$ cat config.mk
export PLATFORM = sky130hd
export DESIGN_NAME = match_timer
export DESIGN_NICKNAME = d
export VERILOG_FILES = /design/src/rtl/match_timer_pkg.sv /design/src/rtl/mt_tick_gen.sv /design/src/rtl/mt_counter.sv /design/src/rtl/mt_out_chan.sv /design/src/rtl/match_timer.sv
export SDC_FILE = /design/constraint.sdc
export NUM_CORES = 1
export LEC_CHECK = 0
export BUFFER_PORTS_ARGS = -buffer_cell sky130_fd_sc_hd__clkbuf_2
export CAP_MARGIN = 10
export CORE_MARGIN = 2
export CORE_UTILIZATION = 45
export CTS_CLUSTER_SIZE = 12
export DETAILED_ROUTE_END_ITERATION = 10
export GPL_TIMING_DRIVEN = 1
export PLACE_DENSITY_LB_ADDON = 0.3
export SLEW_MARGIN = 40
export SYNTH_ARGS = -nofsm -noshare
export SYNTH_HDL_FRONTEND = slang
export SYNTH_SLANG_ARGS = --single-unit
$ cat constraint.sdc
create_clock -name clk -period 3.8 [get_ports clk]
set_input_delay 0.57 -clock clk [delete_from_list [all_inputs] [get_ports clk]]
set_output_delay 0.57 -clock clk [all_outputs]
set_load 0.02 [all_outputs]
$ cat src/rtl/match_timer_pkg.sv
package match_timer_pkg;

  typedef enum logic [1:0] {
    ACT_HOLD   = 2'b00,
    ACT_LOW    = 2'b01,
    ACT_HIGH   = 2'b10,
    ACT_TOGGLE = 2'b11
  } pin_act_e;

  localparam int NUM_CMP = 4;
  localparam int NUM_PIN = 2;
  localparam int SEL_W   = 3;

  function automatic logic apply_act(input pin_act_e act, input logic cur);
    case (act)
      ACT_HOLD:   return cur;
      ACT_LOW:    return 1'b0;
      ACT_HIGH:   return 1'b1;
      default:    return ~cur;
    endcase
  endfunction

endpackage

$ cat src/rtl/mt_tick_gen.sv
module mt_tick_gen
  import match_timer_pkg::*;
#(
  parameter int PRE_W  = 3,
  parameter int SYNC_N = 2
) (
  input  logic             clk,
  input  logic             rst,
  input  logic [SEL_W-1:0] clk_sel,
  input  logic             ext_evt,
  output logic             tick
);

  localparam int SH_W = SYNC_N + 1;

  logic [PRE_W-1:0] pre_q;
  logic [SH_W-1:0]  sync_q;
  logic [PRE_W-1:0] mask;
  logic             div_tick;
  logic             ext_rise;

  always_ff @(posedge clk) begin
    if (rst) pre_q <= '0;
    else     pre_q <= pre_q + 1'b1;
  end

  always_ff @(posedge clk) begin
    if (rst) sync_q <= '0;
    else     sync_q <= {sync_q[SH_W-2:0], ext_evt};
  end

  assign ext_rise = sync_q[SH_W-2] & ~sync_q[SH_W-1];

  always_comb begin
    mask = '0;
    for (int b = 0; b < PRE_W; b++) begin
      if (b < int'(clk_sel[1:0])) mask[b] = 1'b1;
    end
  end

  assign div_tick = ((pre_q & mask) == mask);
  assign tick     = clk_sel[2] ? ext_rise : div_tick;

endmodule

$ cat src/rtl/mt_counter.sv
module mt_counter #(
  parameter int W = 16
) (
  input  logic         clk,
  input  logic         rst,
  input  logic         tick,
  input  logic         clr_hit,
  output logic [W-1:0] count
);

  always_ff @(posedge clk) begin
    if (rst)          count <= '0;
    else if (clr_hit) count <= '0;
    else if (tick)    count <= count + 1'b1;
  end

endmodule

$ cat src/rtl/mt_out_chan.sv
module mt_out_chan
  import match_timer_pkg::*;
(
  input  logic       clk,
  input  logic       rst,
  input  logic       hit,
  input  logic       init_lvl,
  input  logic [2:0] ioctl,
  output logic       pin,
  output logic       done
);

  pin_act_e act;
  assign act = pin_act_e'(ioctl[1:0]);

  always_ff @(posedge clk) begin
    if (rst) begin
      pin  <= 1'b0;
      done <= 1'b0;
    end else if (hit) begin
      pin  <= apply_act(act, pin);
      done <= 1'b1;
    end else if (!done) begin
      pin  <= init_lvl;
    end
  end

endmodule

$ cat src/rtl/match_timer.sv
module match_timer
  import match_timer_pkg::*;
#(
  parameter int W = 16
) (
  input  logic         clk,
  input  logic         rst,
  input  logic         clr_on_a,
  input  logic [2:0]   clk_sel,
  input  logic         init_lvl_c,
  input  logic         init_lvl_d,
  input  logic [2:0]   ioctl_c,
  input  logic [2:0]   ioctl_d,
  input  logic [W-1:0] cmp_a,
  input  logic [W-1:0] cmp_b,
  input  logic [W-1:0] cmp_c,
  input  logic [W-1:0] cmp_d,
  input  logic         ext_evt,
  output logic [W-1:0] count,
  output logic [3:0]   match,
  output logic         pin_c,
  output logic         pin_d
);

  localparam int PRE_W = 3;
  localparam int PIN_BASE = NUM_CMP - NUM_PIN;

  logic                 tick;
  logic [W-1:0]         cmp_v [NUM_CMP];
  logic [NUM_CMP-1:0]   hit;
  logic [NUM_PIN-1:0]   pin_v;
  logic [NUM_PIN-1:0]   chan_done;
  logic [NUM_PIN-1:0]   init_v;
  logic [2:0]           ioc_v [NUM_PIN];

  assign cmp_v[0] = cmp_a;
  assign cmp_v[1] = cmp_b;
  assign cmp_v[2] = cmp_c;
  assign cmp_v[3] = cmp_d;
  assign init_v   = {init_lvl_d, init_lvl_c};
  assign ioc_v[0] = ioctl_c;
  assign ioc_v[1] = ioctl_d;

  mt_tick_gen #(.PRE_W(PRE_W), .SYNC_N(2)) u_tick (
    .clk     (clk),
    .rst     (rst),
    .clk_sel (clk_sel),
    .ext_evt (ext_evt),
    .tick    (tick)
  );

  for (genvar i = 0; i < NUM_CMP; i++) begin : g_cmp
    assign hit[i] = tick && (count == cmp_v[i]);
  end

  mt_counter #(.W(W)) u_cnt (
    .clk     (clk),
    .rst     (rst),
    .tick    (tick),
    .clr_hit (hit[0] & clr_on_a),
    .count   (count)
  );

  always_ff @(posedge clk) begin
    if (rst) match <= '0;
    else     match <= hit;
  end

  for (genvar k = 0; k < NUM_PIN; k++) begin : g_pin
    mt_out_chan u_chan (
      .clk      (clk),
      .rst      (rst),
      .hit      (hit[PIN_BASE+k]),
      .init_lvl (init_v[k]),
      .ioctl    (ioc_v[k]),
      .pin      (pin_v[k]),
      .done     (chan_done[k])
    );
  end

  assign pin_c = pin_v[0];
  assign pin_d = pin_v[1];

endmodule

==> results.json <==
{
  "rsz0062_at_grt": "no",
  "preCtsSetupSlack_ns": 1.60,
  "cts_resized": 0,
  "antenna_cells": 0,
  "drt_iter0_drc": 107,
  "fin_setup_tns_ns": 0,
  "post_cts_buffers": 0,
  "ys_seq_elements": 30,
  "end_kind": "flop",
  "first_pass_iters": 4,
  "grt-busiest-layer": "met2",
  "wire_per_inst_um": 14.3,
  "dp.cells": 383,
  "drv_cap": 0,
  "cts-root-buf": "clkbuf_8",
  "final.min_clock_period_ns": 2.13,
  "area_delta_synth_final_pct": 24.5,
  "wirelength_um": 5600,
  "fmax_ghz": 0.470,
  "grt_util_met1": 0.269,
  "synth-seq-area-share": 0.276,
  "fin_cells": 391,
  "synth_top_cell_by_area": "dfxtp_1",
  "drive_gt1_frac": 0.362,
  "worst-path-max-fanout": 16,
  "io-pin-count": 101,
  "slew_viol_final": 0,
  "status": "completed",
  "synthArstFlopShare": 0,
  "crit_chain": "xnor2_1 > nand4_1 > nor4_1 > a31o_4 > a21oi_1",
  "cts_hold_buf": 0,
  "dp_hpwl_um": 4420,
  "hp-class": "flop to flop",
  "core_area_um2": 4690,
  "synth_flop_cell": "dfxtp_1",
  "hold_viol": 0,
  "worstPathRequired_ns": 3.96,
  "cts.sinks": 30,
  "max-clock-path-buffers": 2,
  "endpoint": "u_cnt.count[1]",
  "gp_congestion": 0.813,
  "grt_pass1_wl_um": 8630,
  "initial_utilization": 0.463,
  "htreeDepth": 2,
  "grt_start_max_net_pins": 17,
  "vias": 2021,
  "die_w_um": 73.5,
  "yosys_warnings": 0,
  "finalCritPeriodShare": 0.560,
  "antenna_found_initial": 0,
  "slew_headroom": 0.604,
  "avgSynthCellArea_um2": 8.63,
  "r2r_setup_slack_ns": 1.67,
  "drc": 0,
  "cts_tree": "yes",
  "synth.most_common_cell": "xnor2_1",
  "clk_pin_slew_worst_paths_ns": 0.07,
  "r2r_start": "u_cnt.count[6]",
  "avgViaCountPerCell": 5.17,
  "cpLargestDelayFamily": "simple AND/OR/NAND/NOR gates",
  "gr-usage-all-layers": 0.214,
  "setup_viol": 0,
  "use_met2": 0.355,
  "setup.worst_path.start": "u_cnt.count[6]",
  "path_class": "flop to flop",
  "num_rows": 25,
  "reg2reg_depth": 5,
  "postSynthCellCount": 252,
  "dieHeight_um": 73.5,
  "tightest_slew_ns": 0.589,
  "clk_latency_ns": 0.29,
  "synth_cell_types": 40,
  "reg2reg_to": "u_cnt.count[1]",
  "fin_nets": 421,
  "crit_arrival_ns": 2.29,
  "netlist_area_um2": 2170,
  "syn_nets": 337,
  "startpoint_type": "flop",
  "portBuffers": 98,
  "grtUsageMet3": 0.0453,
  "overflow": 0,
  "total_power_uw": 735,
  "irDropWorstVdd_v": 0.000135,
  "synth_edf_count": 0,
  "cp_num_buf_inv": 0,
  "worst_slack_ns": 1.67,
  "fin_skew_ns": 0.00793,
  "max_stage_delay_ns": 0.60,
  "synthTopCellsByArea": "dfxtp_1 28%, xnor2_1 20%, xor2_1 9.3%",
  "cts_buffers": 5,
  "ant_nets": 0,
  "fillers": 460,
  "yosys.area.top_type_share": 0.276,
  "power.density_nw_per_um2": 272,
  "p_leak_nw": 1.15,
  "die-area_um2": 5400,
  "ys_top_cells_by_count": "50 x xnor2_1, 30 x dfxtp_1, 23 x xor2_1, 18 x nand4_1, 12 x buf_2",
  "critPathSlowestCell": "dfxtp_1",
  "grt_pass1_vias": 1860,
  "path_depth": 5
}
## layer usage
layer / vias up / wire length (um)
li1: 1020 / -
met1: 918 / 2390
met2: 72 / 2660
met3: 11 / 425
met4: 0 / 129
met5: - / 0
## cells by family after synthesis
group | share of synthesized area
compound gates | 0.0811
simple gates | 0.219
flops | 0.276
buf+inv | 0.0708
xor+xnor | 0.294
mux | 0.0247
fa+ha+maj | 0.0345
## layout by cell type (no fill, tap or decap), drive strengths merged, types with 4 or more instances in the layout
| master | instances |
|---|---|
| xor2 | 23 |
| inv | 9 |
| xnor2 | 50 |
| nand4 | 18 |
| nor2b | 5 |
| clkbuf | 104 |
| or3 | 4 |
| o21ai | 4 |
| nand2 | 9 |
| a21oi | 12 |
| nand3 | 8 |
| nor4 | 7 |
| ha | 6 |
| dfxtp | 30 |
| nor2 | 17 |
## cell type report
cell class,count,area (um2),share of cell area
multi-input combinational,192,1420,0.524
clock inverter,2,12.5,0.00462
timing repair buffer,98,490,0.181
sequential,30,601,0.222
clock buffer,6,82.6,0.0305
tap,54,67.6,0.0250
inverter,9,33.8,0.0125
## state kept, by name (all words and copies together), names as in the netlist
name / cells
u_tick.pre_q: 3
g_pin.u_chan.pin: 2
g_pin.u_chan.done: 2
match: 4
u_tick.sync_q: 3
u_cnt.count: 16
## power by group
part / leakage [nW] / switching, mW / internal (mW)
Sequential: 0.244 / 0.0104 / 0.321
Combinational: 0.862 / 0.0617 / 0.0732
Clock: 0.0472 / 0.123 / 0.145
## how the worst min path moves through the flow
stage	cells past startpoint	from	slack, ns	end
2_1_floorplan	1	u_tick.sync_q[0]	0.41	u_tick.sync_q[1]
3_3_place_gp	1	u_tick.sync_q[0]	0.42	u_tick.sync_q[1]
3_5_place_dp	1	u_tick.sync_q[0]	0.43	u_tick.sync_q[1]
4_1_cts	1	u_tick.sync_q[0]	0.44	u_tick.sync_q[1]
5_1_grt	1	u_tick.sync_q[0]	0.48	u_tick.sync_q[1]
6_report	1	u_tick.sync_q[0]	0.45	u_tick.sync_q[1]
## metrics by stage
| stage | utilization | area [um2] | hold slack [ns] |
|---|---|---|---|
| after global placement | 0.557 | 2610 | 0.419 |
| after detailed placement | 0.557 | 2610 | 0.430 |
| after CTS | 0.577 | 2710 | 0.445 |
| after global routing | 0.577 | 2710 | 0.476 |
| after floorplan | - | 2170 | 0.414 |
| final | 0.577 | 2710 | 0.447 |
(Power assumes the default switching activity.)
